===== config.mk =====
export PLATFORM = sky130hd
export DESIGN_NAME = pic_cmd_port
export DESIGN_NICKNAME = d
export VERILOG_FILES = /design/src/rtl/pic_cmd_port.sv
export SDC_FILE = /design/constraint.sdc
export NUM_CORES = 1
export LEC_CHECK = 0
export ABC_AREA = 1
export BUFFER_PORTS_ARGS = -buffer_cell sky130_fd_sc_hd__buf_2
export CORE_MARGIN = 2
export CORE_UTILIZATION = 50
export CTS_BUF_LIST = sky130_fd_sc_hd__clkbuf_4 sky130_fd_sc_hd__clkbuf_8 sky130_fd_sc_hd__clkbuf_16
export DETAILED_ROUTE_END_ITERATION = 12
export PLACE_DENSITY_LB_ADDON = 0.2
export SLEW_MARGIN = 25
export SYNTH_ARGS = -nofsm -noshare
export SYNTH_HDL_FRONTEND = slang
export SYNTH_SLANG_ARGS = --single-unit

===== constraint.sdc =====
create_clock -name clk -period 4 [get_ports clk]
set_input_delay 0.8 -clock clk [delete_from_list [all_inputs] [get_ports clk]]
set_output_delay 0.8 -clock clk [all_outputs]
set_load 0.01 [all_outputs]

===== src/rtl/pic_cmd_port.sv =====
`timescale 1ns/1ps
module pic_cmd_port #(
  parameter logic [7:0] TM_WRITABLE = 8'hDE
) (
  input  logic       clk,
  input  logic       rst_n,
  input  logic       addr,
  input  logic       wr,
  input  logic       rd,
  input  logic [7:0] din,
  output logic [7:0] dout,
  input  logic       tm_wr,
  input  logic [7:0] tm_din,
  input  logic [7:0] core_irr,
  input  logic [7:0] core_isr,
  input  logic       core_hit,
  input  logic [2:0] core_line,
  output logic [7:0] mask,
  output logic [4:0] vec_base,
  output logic       single_mode,
  output logic       sfnm,
  output logic       auto_eoi,
  output logic       rot_aeoi,
  output logic       special_mask,
  output logic [2:0] rot_base,
  output logic [7:0] isr_clr,
  output logic       ack,
  output logic [2:0] ack_line,
  output logic       core_clear,
  output logic [7:0] trig_mode
);

  typedef enum logic [1:0] {PH_RUN, PH_W2, PH_W3, PH_W4} phase_t;
  phase_t phase;

  logic need_w4, rsel, poll;

  wire       wr0  = wr & ~addr;
  wire       wr1  = wr & addr;
  wire       icw1 = wr0 & din[4];
  wire       ocw3 = wr0 & ~din[4] & din[3];
  wire       ocw2 = wr0 & ~din[4] & ~din[3];
  wire [2:0] code = din[7:5];
  wire [2:0] lsel = din[2:0];

  logic       ns_hit;
  logic [2:0] ns_line;
  always_comb begin
    ns_hit  = 1'b0;
    ns_line = 3'd0;
    for (int k = 7; k >= 0; k--) begin
      logic [2:0] idx;
      idx = rot_base + 3'(k);
      if (core_isr[idx]) begin
        ns_hit  = 1'b1;
        ns_line = idx;
      end
    end
  end

  always_ff @(posedge clk) begin
    if (!rst_n) begin
      phase        <= PH_RUN;
      need_w4      <= 1'b0;
      single_mode  <= 1'b0;
      mask         <= 8'h00;
      vec_base     <= 5'd0;
      sfnm         <= 1'b0;
      auto_eoi     <= 1'b0;
      rot_aeoi     <= 1'b0;
      special_mask <= 1'b0;
      rot_base     <= 3'd0;
      rsel         <= 1'b0;
      poll         <= 1'b0;
      isr_clr      <= 8'h00;
      ack          <= 1'b0;
      ack_line     <= 3'd0;
      core_clear   <= 1'b0;
      dout         <= 8'h00;
    end else begin
      isr_clr    <= 8'h00;
      ack        <= 1'b0;
      core_clear <= 1'b0;

      if (icw1) begin
        phase        <= PH_W2;
        need_w4      <= din[0];
        single_mode  <= din[1];
        mask         <= 8'h00;
        vec_base     <= 5'd0;
        sfnm         <= 1'b0;
        auto_eoi     <= 1'b0;
        rot_aeoi     <= 1'b0;
        special_mask <= 1'b0;
        rot_base     <= 3'd0;
        rsel         <= 1'b0;
        poll         <= 1'b0;
        core_clear   <= 1'b1;
      end else if (ocw3) begin
        if (din[2]) poll <= 1'b1;
        if (din[1]) rsel <= din[0];
        if (din[6]) special_mask <= din[5];
      end else if (ocw2) begin
        case (code)
          3'd0, 3'd4: rot_aeoi <= code[2];
          3'd1, 3'd5: if (ns_hit) begin
            isr_clr <= 8'h01 << ns_line;
            if (code[2]) rot_base <= ns_line + 3'd1;
          end
          3'd3: isr_clr <= 8'h01 << lsel;
          3'd6: rot_base <= lsel + 3'd1;
          3'd7: begin
            isr_clr  <= 8'h01 << lsel;
            rot_base <= lsel + 3'd1;
          end
          default: ;
        endcase
      end else if (wr1) begin
        case (phase)
          PH_RUN: mask <= din;
          PH_W2: begin
            vec_base <= din[7:3];
            if (!single_mode)  phase <= PH_W3;
            else if (need_w4)  phase <= PH_W4;
            else               phase <= PH_RUN;
          end
          PH_W3: phase <= need_w4 ? PH_W4 : PH_RUN;
          PH_W4: begin
            sfnm     <= din[4];
            auto_eoi <= din[1];
            phase    <= PH_RUN;
          end
          default: phase <= PH_RUN;
        endcase
      end

      if (rd) begin
        if (poll) begin
          poll     <= 1'b0;
          ack      <= core_hit;
          ack_line <= core_line;
          dout     <= core_hit ? {5'b10000, core_line} : 8'h00;
        end else if (!addr) begin
          dout <= rsel ? core_isr : core_irr;
        end else begin
          dout <= mask;
        end
      end
    end
  end

  always_ff @(posedge clk) begin
    if (!rst_n)     trig_mode <= 8'h00;
    else if (tm_wr) trig_mode <= tm_din & TM_WRITABLE;
  end

endmodule


; ---- Word-level counts from Yosys, hierarchy flattened
; Index checks and enable logic that the tools add are counted.
[op_classes]
n_mux = 54
n_lt_le_gt_ge = 8
n_reduce_logical = 23
n_shift = 2
add_sub_neg = 9
eq_ne = 13
bitwise_logic = 12
[ops]
columns = op, count
row1 = 2-to-1 mux 8 bit, 5
row2 = less-than comparator 3 x 4 -> 1 bit (second input constant), 8
row3 = 2-to-1 mux 3 bit, 10
row4 = 2-to-1 mux 1 bit, 26
row5 = binary-select mux 1 bit (select 3 bit), 8
row6 = AND reduction 4 bit, 5
row7 = case mux 8 bit (2 select lines), 1
row8 = << shifter 1 x 3 -> 8 bit (first input constant), 2
row9 = adder 3 bit (second input constant), 4
row10 = equality test 3 bit (second input constant), 4
row11 = OR reduction 2 bit, 5
row12 = adder 3 x 1 -> 3 bit (second input constant), 3
row13 = != test 2 bit (second input constant), 4
row14 = adder 3 x 2 -> 3 bit (second input constant), 2
row15 = bitwise AND 1 bit, 6
row16 = NOT 1 bit, 6
row17 = case mux 2 bit (3 select lines), 1
row18 = case mux 3 bit (2 select lines), 1
row19 = AND reduction 2 bit, 3
row20 = AND reduction 3 bit, 2
row21 = AND reduction 5 bit, 1
row22 = equality test 2 bit (second input constant), 2
row23 = 2-to-1 mux 2 bit, 2
row24 = nonzero test 2 bit, 2
row25 = 8 further kinds, 8
[totals]
input_bits = 42
out_inout_bits = 50
ff_bits = 53

; ---- Logic depth before layout (Yosys ltp)
[logic_depth]
ltp_word = 15
mapped_depth = 24

; ---- Worst setup path after synthesis
; OpenSTA, ideal clock, no wires.
[synth_timing]
kind = flip-flop to flip-flop
start = register rot_base[1]
end = register rot_base[1]
path_stages_with_launch = 21
required_ns = 3.882
arrival_time_ns = 2.404
path_slack_ns = 1.478
period_less_slack_ns = 2.522
n_path_buf = 2
cell_sequence = dfxtp_1 buf_6 inv_4 ha_1 buf_2 inv_2 nand3_1 nand3_2 nand2_4 nor2_1 nand3_1 nand3_1 nand2_1 nand2_1 nand2_1 nand2_1 nand2_2 o21ai_0 ha_1 o21ai_1 a21oi_1
[synth_between]
elab_chain_len = 15
word_cells_on_any_way = 45
classes_between = 8 x add/sub / 1 x eq/ne / 35 x mux / 1 x reduce/logical
[synth_rtl]
columns = element, line
row1 = start: declaration, 25  ; output logic [2:0] rot_base,
row2 = start signal: assignment, 108  ; if (code[2]) rot_base <= ns_line + 3'd1;
row3 = start signal: assignment, 111  ; 3'd6: rot_base <= lsel + 3'd1;
row4 = start signal: assignment, 114  ; rot_base <= lsel + 3'd1;
row5 = adder 3 bit, 53  ; idx = rot_base + 3'(k);
row6 = binary-select mux 1 bit (select 3 bit), 54  ; if (core_isr[idx]) begin
row7 = 2-to-1 mux 1 bit (not written as such), 54
row8 = 2-to-1 mux 3 bit (8 in series), 54
row9 = adder 3 x 1 -> 3 bit, 108
row10 = 2-to-1 mux 3 bit, 108
row11 = 2-to-1 mux 3 bit, 106  ; 3'd1, 3'd5: if (ns_hit) begin
row12 = case mux 3 bit (2 select lines), 104  ; case (code)
; Parallel ways exist; a longest one is shown, timed or not. The select of a mux whose other input is x is not followed.
; A chain may end at the register's enable or synchronous reset.

; ---- Worst setup path after layout
; Same ends and word-level chain as after synthesis.

==> key figures <==
Floorplan
  • Starting Density: 52.6%
  • # IOs: 92
  • Std-Cell Rows: 27
  • Die span in y: 80.8 um
  • Die ar.: 0.00653 sq mm
  • Die Wd: 80.8 um
  • Core Area: 0.00561 sq mm

GRT
  • Gr ovfl total: 0
  • Initial antenna violation count: 0
  • Vias in the first global route: 2844
  • First-pass GRT wire length: 12400 um
  • Largest net degree at the start of global routing: 17
  • GRT Total Usage: 24.2%

STA
  • Final Cycle Share: 73.7%
  • Final setup TNS: 0 ns
  • Least-Margin Pin Slew: 0.769 ns
  • Fin. max-slew vios: 0
  • Rel. slew slack: 48.3%
  • Max Fclk: 339 MHz
  • Final Skew: 0.0106 ns
  • Endpoints failing setup: 0
  • RSZ-0062 raised after global routing: false
  • Fin crit period: 2.95 ns
  • Hold Vio Cnt, Final: 0

Clock network
  • Post_cts resized: 0
  • Clock sinks: 53
  • CTS tree: yes
  • H-Tree Depth: 2
  • CTS root buffer: clkbuf_8
  • Clk_lat worst skew: 0.32 ns
  • Post-CTS setup buffer count: 0
  • CTS Buf Count: 5
  • Hold buffer count at CTS: 0
  • Clock buffer depth: 2
  • Worst-path clk slew: 0.09 ns

Routing
  • Routed WL: 7760 um
  • ANT nets after route: 0
  • DRC: 0
  • Detailed-route via count: 3197
  • Via density: 5.35
  • First-pass detailed-route iteration total: 6
  • DR WL/cell: 13.0 um
  • DR iter-0 viols: 228

Power
  • Reg power frac: 51.8%
  • Leakage power: 1.75 nW
  • Sw Share: 31.2%
  • Clk network pwr share: 28.2%
  • Power Total: 1.08 mW
  • Net Switching: 337 uW
  • Power per cell area: 309 mW/mm^2
  • Pint: 744 uW
  • Logic pwr share: 20.0%
  • Peak VDD IR: 0.217 mV

Final layout
  • Final layout net count: 571
  • ANT cells: 0
  • Layout cell share with drive strength beyond 1: 25.5%
  • Finished Core Util: 62.4%
  • Layout area overhead: 18.6%

Hold path
  • Hold Crit Class: reg2reg

Synth
  • Synth area leaders: dfxtp_1 (36%), nand2_1 (14%), nand3_1 (8.1%)
  • Synth top area share: 36.0%
  • YS warnings: 0
  • FFs w/ async S/R, synth: 0%
  • Biggest area consumer among synthesized cells: dfxtp_1
  • Avg Cell Area, Syn: 6.68 sq um
  • Sequential share of the synthesized area: 36.0%
  • Count leader, synth: nand2_1
  • Mapped cell area: 0.00295 sq mm
  • Dominant synthesized flop cell: dfxtp_1
  • Post-synthesis cell type count: 35
  • Number of synthesized flops with an enable pin: 0
  • Mapped Cells: 441
  • Top post-synthesis cells by count: nand2_1 (108), dfxtp_1 (53), nand3_1 (48), inv_1 (42), nor2_1 (40)
  • Yosys reg bits: 53

Place
  • Post-DP HPWL: 6020 um
  • Number of I/O port buffers: 87
  • Placer congestion estimate: 0.936

Worst setup path
  • CP Data Required Time: 4.21 ns
  • Arrival time at the worst endpoint: 3.15 ns
  • Critical Path Fanout Max: 10
  • Setup Crit Path Kind: reg2reg
  • Critical path endpoint category: flop
  • Startpoint types: flop

Run status
  • Status: completed

Run
  • Max cap viols: 0
-- worst max-delay path: stages (launching register included) --
cell	delay (ns)
dfxtp_1	0.58
inv_4	0.13
ha_1	0.48
inv_2	0.11
nand3_1	0.14
nand3_2	0.13
nand2_4	0.12
nor2_1	0.04
nand3_1	0.07
nand3_1	0.07
nand2_1	0.06
nand2_1	0.04
nand2_1	0.06
nand2_1	0.06
nand2_2	0.16
o21ai_0	0.11
ha_1	0.27
o21ai_1	0.14
a21oi_1	0.06
-- placed cells by master (no fill, tap or decap), drive strengths merged, types with 2 or more instances in the layout --
cell and instances:
ha 3, o211ai 8, nand3 54, a31oi 4, a211oi 2, nand2 124
nor3 4, conb 2, dfxtp 53, nor4 2, clkinv 3, inv 51
buf 88, clkbuf 5, a21oi 40, o22ai 2, nor2 43, o21ai 32
xnor2 2
-- state kept, by name, summed over array words and instances (netlist names) --
register / cells
rot_aeoi: 1
trig_mode: 6
ack: 1
poll: 1
core_clear: 1
single_mode: 1
auto_eoi: 1
need_w4: 1
sfnm: 1
rsel: 1
isr_clr: 8
dout: 8
phase: 2
mask: 8
special_mask: 1
vec_base: 5
ack_line: 3
rot_base: 3
-- final timing paths --
check	start	endpoint	slack, ns	cells after the start
hold / removal	rot_aeoi$_SDFFE_PP0P_	rot_aeoi$_SDFFE_PP0P_	0.45	2
setup / recovery	rot_base[1]$_SDFFE_PP0P_	rot_base[1]$_SDFFE_PP0P_	1.05	18
setup reg to reg	rot_base[1]$_SDFFE_PP0P_	rot_base[1]$_SDFFE_PP0P_	1.05	18
hold reg to reg	rot_aeoi$_SDFFE_PP0P_	rot_aeoi$_SDFFE_PP0P_	0.45	2
-- per-stage QoR --
| step | hold slack (ns) | std cells | worst slack [ns] | area (sq um) |
|---|---|---|---|---|
| detailed placement | 0.438 | 591 | 1.08 | 3410 |
| CTS | 0.455 | 598 | 1.07 | 3500 |
| global placement | 0.436 | 591 | 1.16 | 3410 |
| floorplan | 0.468 | 442 | 1.48 | 2950 |
| finish | 0.449 | 598 | 1.05 | 3500 |
| global route | 0.469 | 598 | 0.768 | 3500 |
-- power by group through the flow --
stage	Sequential (mW)	Combinational [mW]	Clock, mW
floorplan	0.577	0.137	0
global placement	0.571	0.210	0
detailed placement	0.572	0.214	0
CTS	0.560	0.215	0.306
global route	0.562	0.246	0.331
finish	0.560	0.216	0.305
-- final cells by class --
type                            instances  area (sq um)
Clock buffer                            5          68.8
Fill cell                             546          2110
Sequential cell                        53          1060
Timing Repair Buffer                   88           443
Clock inverter                          2          16.3
Tap cell                               72          90.1
Inverter                               53           204
Multi-Input combinational cell        325          1610
-- kinds of logic after synthesis --
family | after synthesis | synth area share, %
other | 1 | 0.127
flip-flops | 53 | 36.0
buffers and inverters | 64 | 9.38
AND/OR/NAND/NOR | 227 | 34.8
adder cells (fa/ha/maj) | 3 | 1.27
AO/OA/AOI/OAI | 90 | 17.0
XOR/XNOR | 3 | 1.40
-- layer usage --
layer	global-route usage [%]	wire, um	vias up
met5	0	0	-
met4	8.47	131	0
met3	4.78	549	14
met2	40.3	3570	123
met1	31.5	3510	1447
li1	-	-	1613
(Power assumes the default switching activity.)
